**config.mk**
```make
export PLATFORM = sky130hd
export DESIGN_NAME = uart_frame_tx
export DESIGN_NICKNAME = d
export VERILOG_FILES = /design/src/rtl/uftx_pkg.sv /design/src/rtl/uftx_fmt_decode.sv /design/src/rtl/uftx_baud_gen.sv /design/src/rtl/uftx_frame_fsm.sv /design/src/rtl/uart_frame_tx.sv
export SDC_FILE = /design/constraint.sdc
export NUM_CORES = 1
export LEC_CHECK = 0
export CAP_MARGIN = 10
export CELL_PAD_IN_SITES_DETAIL_PLACEMENT = 0
export CELL_PAD_IN_SITES_GLOBAL_PLACEMENT = 1
export CORE_ASPECT_RATIO = 0.6
export CORE_MARGIN = 2
export CORE_UTILIZATION = 35
export DETAILED_ROUTE_END_ITERATION = 16
export PLACE_DENSITY_LB_ADDON = 0.1
export SYNTH_ARGS = -nofsm -noshare
export SYNTH_HDL_FRONTEND = slang
export SYNTH_SLANG_ARGS = --single-unit
```
**constraint.sdc**
```tcl
create_clock -name clk -period 4.2 [get_ports clk]
set_input_delay 0.84 -clock clk [delete_from_list [all_inputs] [get_ports clk]]
set_output_delay 0.84 -clock clk [all_outputs]
set_load 0.01 [all_outputs]
```
**src/rtl/uftx_pkg.sv**
```systemverilog
package uftx_pkg;

  localparam int unsigned TICKS_PER_BIT = 16;
  localparam int unsigned TCNT_W        = 6;
  localparam int unsigned CHAR_MAX      = 8;
  localparam int unsigned BIDX_W        = $clog2(CHAR_MAX);

  typedef enum logic [2:0] {
    ST_IDLE,
    ST_START,
    ST_DATA,
    ST_PARITY,
    ST_STOP
  } tx_state_e;

  typedef enum logic [2:0] {
    PK_EVEN,
    PK_ODD,
    PK_ZERO,
    PK_ONE,
    PK_NONE
  } par_kind_e;

  typedef struct packed {
    logic       pre8;
    logic [1:0] len_sel;
    logic [2:0] par_sel;
    logic [1:0] stop_sel;
  } cfg_t;

  typedef struct packed {
    logic [3:0]        nbits;
    par_kind_e         par_kind;
    logic [TCNT_W-1:0] stop_ticks;
  } fmt_t;

endpackage

```
**src/rtl/uftx_fmt_decode.sv**
```systemverilog
module uftx_fmt_decode
  import uftx_pkg::*;
(
  input  cfg_t cfg,
  output fmt_t fmt
);

  always_comb begin
    unique case (cfg.len_sel)
      2'b11:   fmt.nbits = 4'd6;
      2'b10:   fmt.nbits = 4'd7;
      default: fmt.nbits = 4'd8;
    endcase

    if (cfg.par_sel[2]) begin
      fmt.par_kind = PK_NONE;
    end else begin
      unique case (cfg.par_sel[1:0])
        2'b00:   fmt.par_kind = PK_EVEN;
        2'b01:   fmt.par_kind = PK_ODD;
        2'b10:   fmt.par_kind = PK_ZERO;
        default: fmt.par_kind = PK_ONE;
      endcase
    end

    unique case (cfg.stop_sel)
      2'b01:   fmt.stop_ticks = TCNT_W'(TICKS_PER_BIT + TICKS_PER_BIT / 2);
      2'b10:   fmt.stop_ticks = TCNT_W'(2 * TICKS_PER_BIT);
      default: fmt.stop_ticks = TCNT_W'(TICKS_PER_BIT);
    endcase
  end

endmodule

```
**src/rtl/uftx_baud_gen.sv**
```systemverilog
module uftx_baud_gen #(
  parameter int unsigned DIV_W     = 12,
  parameter int unsigned PRE_RATIO = 8
) (
  input  logic             clk,
  input  logic             rst_n,
  input  logic             clear,
  input  logic             pre_on,
  input  logic [DIV_W-1:0] divisor,
  output logic             tick
);

  localparam int unsigned PRE_W = (PRE_RATIO > 1) ? $clog2(PRE_RATIO) : 1;

  logic             pre_en;
  logic [DIV_W-1:0] div_eff;
  logic [DIV_W-1:0] div_cnt_q;
  logic             div_end;

  generate
    if (PRE_RATIO > 1) begin : g_pre
      logic [PRE_W-1:0] pre_cnt_q;
      logic             pre_end;

      assign pre_end = (pre_cnt_q == PRE_W'(PRE_RATIO - 1));
      assign pre_en  = !pre_on || pre_end;

      always_ff @(posedge clk) begin
        if (!rst_n || clear || !pre_on) begin
          pre_cnt_q <= '0;
        end else if (pre_end) begin
          pre_cnt_q <= '0;
        end else begin
          pre_cnt_q <= pre_cnt_q + 1'b1;
        end
      end
    end else begin : g_nopre
      assign pre_en = 1'b1;
    end
  endgenerate

  assign div_eff = (divisor == '0) ? DIV_W'(1) : divisor;
  assign div_end = (div_cnt_q == div_eff - 1'b1);
  assign tick    = pre_en && div_end && !clear;

  always_ff @(posedge clk) begin
    if (!rst_n || clear) begin
      div_cnt_q <= '0;
    end else if (pre_en) begin
      if (div_end) begin
        div_cnt_q <= '0;
      end else begin
        div_cnt_q <= div_cnt_q + 1'b1;
      end
    end
  end

endmodule

```
**src/rtl/uftx_frame_fsm.sv**
```systemverilog
module uftx_frame_fsm
  import uftx_pkg::*;
(
  input  logic                clk,
  input  logic                rst_n,
  input  logic                start,
  input  logic [CHAR_MAX-1:0] data_in,
  input  fmt_t                fmt,
  input  logic                tick,
  output logic                line,
  output logic                busy
);

  tx_state_e           state_q;
  logic [TCNT_W-1:0]   tcnt_q;
  logic [BIDX_W-1:0]   bidx_q;
  logic [CHAR_MAX-1:0] data_q;
  logic                line_q;

  logic [CHAR_MAX-1:0] len_mask;
  logic                par_bit;
  logic                bit_end;
  logic                stop_end;
  logic                last_data;

  for (genvar i = 0; i < CHAR_MAX; i++) begin : g_mask
    assign len_mask[i] = (4'(i) < fmt.nbits);
  end

  always_comb begin
    unique case (fmt.par_kind)
      PK_EVEN: par_bit = ^(data_q & len_mask);
      PK_ODD:  par_bit = ~^(data_q & len_mask);
      PK_ONE:  par_bit = 1'b1;
      default: par_bit = 1'b0;
    endcase
  end

  assign bit_end   = tick && (tcnt_q == TCNT_W'(TICKS_PER_BIT - 1));
  assign stop_end  = tick && (tcnt_q == fmt.stop_ticks - 1'b1);
  assign last_data = ({1'b0, bidx_q} == fmt.nbits - 4'd1);

  always_ff @(posedge clk) begin
    if (!rst_n) begin
      state_q <= ST_IDLE;
      tcnt_q  <= '0;
      bidx_q  <= '0;
      data_q  <= '0;
      line_q  <= 1'b1;
    end else if (state_q == ST_IDLE) begin
      if (start) begin
        state_q <= ST_START;
        tcnt_q  <= '0;
        bidx_q  <= '0;
        data_q  <= data_in;
        line_q  <= 1'b0;
      end
    end else if (tick) begin
      tcnt_q <= tcnt_q + 1'b1;
      unique case (state_q)
        ST_START: begin
          if (bit_end) begin
            tcnt_q  <= '0;
            state_q <= ST_DATA;
            line_q  <= data_q[0];
          end
        end
        ST_DATA: begin
          if (bit_end) begin
            tcnt_q <= '0;
            if (last_data) begin
              if (fmt.par_kind == PK_NONE) begin
                state_q <= ST_STOP;
                line_q  <= 1'b1;
              end else begin
                state_q <= ST_PARITY;
                line_q  <= par_bit;
              end
            end else begin
              bidx_q <= bidx_q + 1'b1;
              line_q <= data_q[bidx_q + 1'b1];
            end
          end
        end
        ST_PARITY: begin
          if (bit_end) begin
            tcnt_q  <= '0;
            state_q <= ST_STOP;
            line_q  <= 1'b1;
          end
        end
        ST_STOP: begin
          if (stop_end) begin
            tcnt_q  <= '0;
            state_q <= ST_IDLE;
            line_q  <= 1'b1;
          end
        end
        default: begin
          state_q <= ST_IDLE;
          line_q  <= 1'b1;
        end
      endcase
    end
  end

  assign line = line_q;
  assign busy = (state_q != ST_IDLE);

endmodule

```
**src/rtl/uart_frame_tx.sv**
```systemverilog
module uart_frame_tx
  import uftx_pkg::*;
#(
  parameter int unsigned DIV_W = 12
) (
  input  logic             clk,
  input  logic             rst_n,
  input  logic             cfg_pre8,
  input  logic [DIV_W-1:0] cfg_divisor,
  input  logic [1:0]       cfg_len_sel,
  input  logic [2:0]       cfg_par_sel,
  input  logic [1:0]       cfg_stop_sel,
  input  logic [7:0]       s_data,
  input  logic             s_valid,
  output logic             s_ready,
  output logic             tx_line,
  output logic             tx_busy
);

  cfg_t             cfg_q;
  logic [DIV_W-1:0] div_q;
  fmt_t             fmt;
  logic             accept;
  logic             tick;
  logic             busy;

  assign s_ready = !busy;
  assign accept  = s_valid && !busy;

  always_ff @(posedge clk) begin
    if (!rst_n) begin
      cfg_q <= '0;
      div_q <= '0;
    end else if (accept) begin
      cfg_q <= '{pre8: cfg_pre8, len_sel: cfg_len_sel,
                 par_sel: cfg_par_sel, stop_sel: cfg_stop_sel};
      div_q <= cfg_divisor;
    end
  end

  uftx_fmt_decode u_dec (
    .cfg (cfg_q),
    .fmt (fmt)
  );

  uftx_baud_gen #(
    .DIV_W     (DIV_W),
    .PRE_RATIO (8)
  ) u_baud (
    .clk     (clk),
    .rst_n   (rst_n),
    .clear   (accept),
    .pre_on  (cfg_q.pre8),
    .divisor (div_q),
    .tick    (tick)
  );

  uftx_frame_fsm u_fsm (
    .clk     (clk),
    .rst_n   (rst_n),
    .start   (accept),
    .data_in (s_data),
    .fmt     (fmt),
    .tick    (tick),
    .line    (tx_line),
    .busy    (busy)
  );

  assign tx_busy = busy;

endmodule

```
==> results.sh <==
export IMPL_outcome="complete, no violations"
export IMPL_place_gp_congestion=0.805
export IMPL_ys_flop_type="dfxtp_1"
export IMPL_pin_count=34
export IMPL_fin_skew_ns=0.0104
export IMPL_syn_inst=382
export IMPL_grt_usage_pct=16.2
export IMPL_synth_edff_count=0
export IMPL_dr_pass1_iters=4
export IMPL_cts_num_sinks=56
export IMPL_yosysSeqAreaShare_pct=36.5
export IMPL_cts_resized=0
export IMPL_hold_viol_final=0
export IMPL_required_ns=4.40
export IMPL_vias=2692
export IMPL_grt_setup_unrepaired="no"
export IMPL_drt_iter0_markers=197
export IMPL_postCtsSetupBuffers=0
export IMPL_drv_slew=0
export IMPL_multi_input_area_sq_um=1850
export IMPL_grt_pass1_wl_um=12600
export IMPL_viasPerCell=5.16
export IMPL_power_leakage_uw=0.00138
export IMPL_dieArea_sq_um=9560
export IMPL_dp_hpwl_um=5440
export IMPL_regArea_sq_um=1120
export IMPL_numCtsBuffers=5
export IMPL_tightest_slew_ns=0.579
export IMPL_nets=451
export IMPL_nFillCells=896
export IMPL_ir_worst_vdd_mv=0.170
export IMPL_drt_wl_total_um=7490
export IMPL_wl_per_cell_um=14.4
export IMPL_worstPathArrival_ns=4.05
export IMPL_drive_above_1_share_pct=5.85
export IMPL_die_y_um=76.5
export IMPL_drv_cap=0
export IMPL_slew_headroom_pct=61.1
export IMPL_cp_end_kind="flip-flop"
export IMPL_die_x_um=125
export IMPL_dpl_cell_area_sq_um=3520
export IMPL_fin_tns_setup_ns=0
export IMPL_rows=26
export IMPL_tritoncts="built"
export IMPL_core_sq_um=8520
export IMPL_period_share_pct=91.6
export IMPL_syn_nets=423
export IMPL_worst_path_max_fanout=15
export IMPL_grt_max_degree=33
export IMPL_syn_avg_cell_area_sq_um=8.03
export IMPL_synthArstFlopShare_pct=0
export IMPL_diodes=0
export IMPL_fin_crit_ns=3.85
export IMPL_synth_area_sq_um=3070
export IMPL_synth_cell_types=50
export IMPL_htree_levels=2
export IMPL_hold_path_class="flip-flop to flip-flop"
export IMPL_hold_buffers=0
export IMPL_antenna_found_initial=0
export IMPL_fin_area_sq_um=3650
export IMPL_drc=0
export IMPL_setup_viol=0
export IMPL_io_buffer_count=33
export IMPL_cts_clk_slew_worst_paths_ns=0.08
export IMPL_p_per_area_nw_per_um2=363
export IMPL_fin_hold_ws_ns=0.437
export IMPL_grt_pass1_vias=2408
export IMPL_crit_type="flip-flop to flip-flop"
export IMPL_syn_to_final_growth_pct=19.0
export IMPL_cts_path_max_buffers=2
export IMPL_fmax_mhz=260
export IMPL_postRouteAntennaNets=0
export IMPL_clock_latency_ns=0.30
export IMPL_synth_warnings=0
export IMPL_worstSetupStartpointType="flip-flop"
export IMPL_overflow=0
export IMPL_clock_root_buffer="clkbuf_16"
export IMPL_synth_seq_cells=56
export IMPL_start_util_pct=36.0
==> report_power, final <==
group | internal [uW] | switching (uW)
Clock | 218 | 196
Combinational | 147 | 165
Sequential | 560 | 40.7
Total | 926 | 402
==> per-stage QoR <==
stage                     setup WS [ns]  instances  util, %  power [uW]
after floorplan                   0.779        382        -         820
after global placement            0.547        515     41.3         924
after detailed placement          0.391        515     41.3         926
after CTS                         0.381        522     42.9        1340
after global routing              0.113        522     42.9        1410
final                             0.353        522     42.9        1330
==> worst max-delay path, stage by stage, from the launching register on <==
cell      delay (ns)
dfxtp_1         0.48
nor4_2          0.13
a31oi_1         0.28
ha_1            0.23
nor3b_1         0.46
and3_1          0.28
a211o_1         0.14
a32oi_1         0.09
or4_4           0.51
or4_4           0.55
or4_1           0.50
o311ai_1        0.10
==> per-layer routing <==
layer,global-route usage (%),up-vias,wire length (um)
met5,0,-,0
met4,3.33,0,49
li1,-,1395,-
met1,26.6,1239,4480
met3,3.65,6,323
met2,20.5,52,2640
==> registers in the layout (all words and copies together) (netlist names) <==
register and flops:
u_baud.div_cnt_q 12, u_fsm.line 1, u_fsm.data_q 8, u_fsm.state_q 3, u_fsm.bidx_q 3, u_baud.g_pre.pre_cnt_q 3
div_q 12, cfg_q 8, u_fsm.tcnt_q 6
==> final cells by class <==
type | instances | share of cell area (%)
inverter | 9 | 0.925
clock buffer | 6 | 3.53
tap | 112 | 3.84
timing repair buffer | 39 | 10.3
sequential | 56 | 30.7
multi-input combinational | 299 | 50.6
clock inverter | 1 | 0.137
==> cells in the mapped netlist (3+ instances only) <==
cell,count,share of area (%)
a211o_1,4,1.1
a211oi_1,3,0.73
a21o_1,8,2.0
a21oi_1,37,6.0
and3_1,7,1.4
buf_2,3,0.49
clkbuf_1,13,1.6
dfxtp_1,56,37
ha_1,10,4.1
inv_1,8,0.98
mux2i_1,5,1.6
nand2_1,82,10
nand2b_1,3,0.61
nand3_1,5,0.82
nand4_1,6,1.2
nor2_1,25,3.1
nor3_1,10,1.6
nor3b_1,3,0.73
nor4_1,4,0.82
nor4_2,3,1.2
o211ai_1,3,0.73
o21ai_0,10,1.6
o31ai_1,4,0.98
or3_1,6,1.2
or4_4,3,1.1
xnor2_1,17,4.9
xor2_1,14,4.0
==> worst paths after layout <==
kind                                                           start                                    to  slack (ns)  depth (start not counted)
worst max register to register                 div_q[5]$_SDFFE_PN0P_          u_fsm.bidx_q[2]$_SDFFE_PN0P_        0.35                         11
worst min register to register  u_baud.g_pre.pre_cnt_q[0]$_SDFF_PP0_  u_baud.g_pre.pre_cnt_q[0]$_SDFF_PP0_        0.44                          1
worst max-delay path                           div_q[5]$_SDFFE_PN0P_          u_fsm.bidx_q[2]$_SDFFE_PN0P_        0.35                         11
worst min-delay path            u_baud.g_pre.pre_cnt_q[0]$_SDFF_PP0_  u_baud.g_pre.pre_cnt_q[0]$_SDFF_PP0_        0.44                          1
==> cells by family after synthesis <==
group                      after synthesis  synth area share (%)
DFF                                     56                  36.5
other                                    1                 0.122
buffers and inverters                   27                  3.42
and+or+nand+nor                        167                  26.3
xor gates and xnor gates                32                  9.58
muxes                                    8                  3.47
adders and majority gates               10                  4.08
AOI/OAI and AO/OA                       81                  16.5
==> cell usage in the layout (no fill, tap or decap), types with 2 or more instances in the layout <==
| master | count |
|---|---|
| or4_4 | 3 |
| o211ai_1 | 3 |
| nand2_1 | 82 |
| xor2_1 | 14 |
| a211oi_1 | 3 |
| mux2i_1 | 5 |
| o2bb2ai_1 | 2 |
| a211o_1 | 4 |
| inv_1 | 8 |
| and3_1 | 7 |
| nor4_2 | 3 |
| a31oi_1 | 2 |
| clkbuf_16 | 5 |
| nand3_1 | 5 |
| or4_1 | 2 |
| nor2_1 | 25 |
| nor3_1 | 10 |
| dfxtp_1 | 56 |
| mux4_2 | 2 |
| o31ai_1 | 4 |
| a21o_1 | 8 |
| ha_1 | 10 |
| or3_1 | 6 |
| xnor2_1 | 17 |
| nand2b_1 | 3 |
| buf_4 | 6 |
| nor3b_1 | 3 |
| or2_2 | 2 |
| o21ai_0 | 10 |
| clkdlybuf4s50_1 | 33 |
| nor4_1 | 4 |
| a21oi_1 | 37 |
| nand4_1 | 6 |
| a32oi_1 | 2 |
Note: power is estimated with default switching activity, not from simulation.
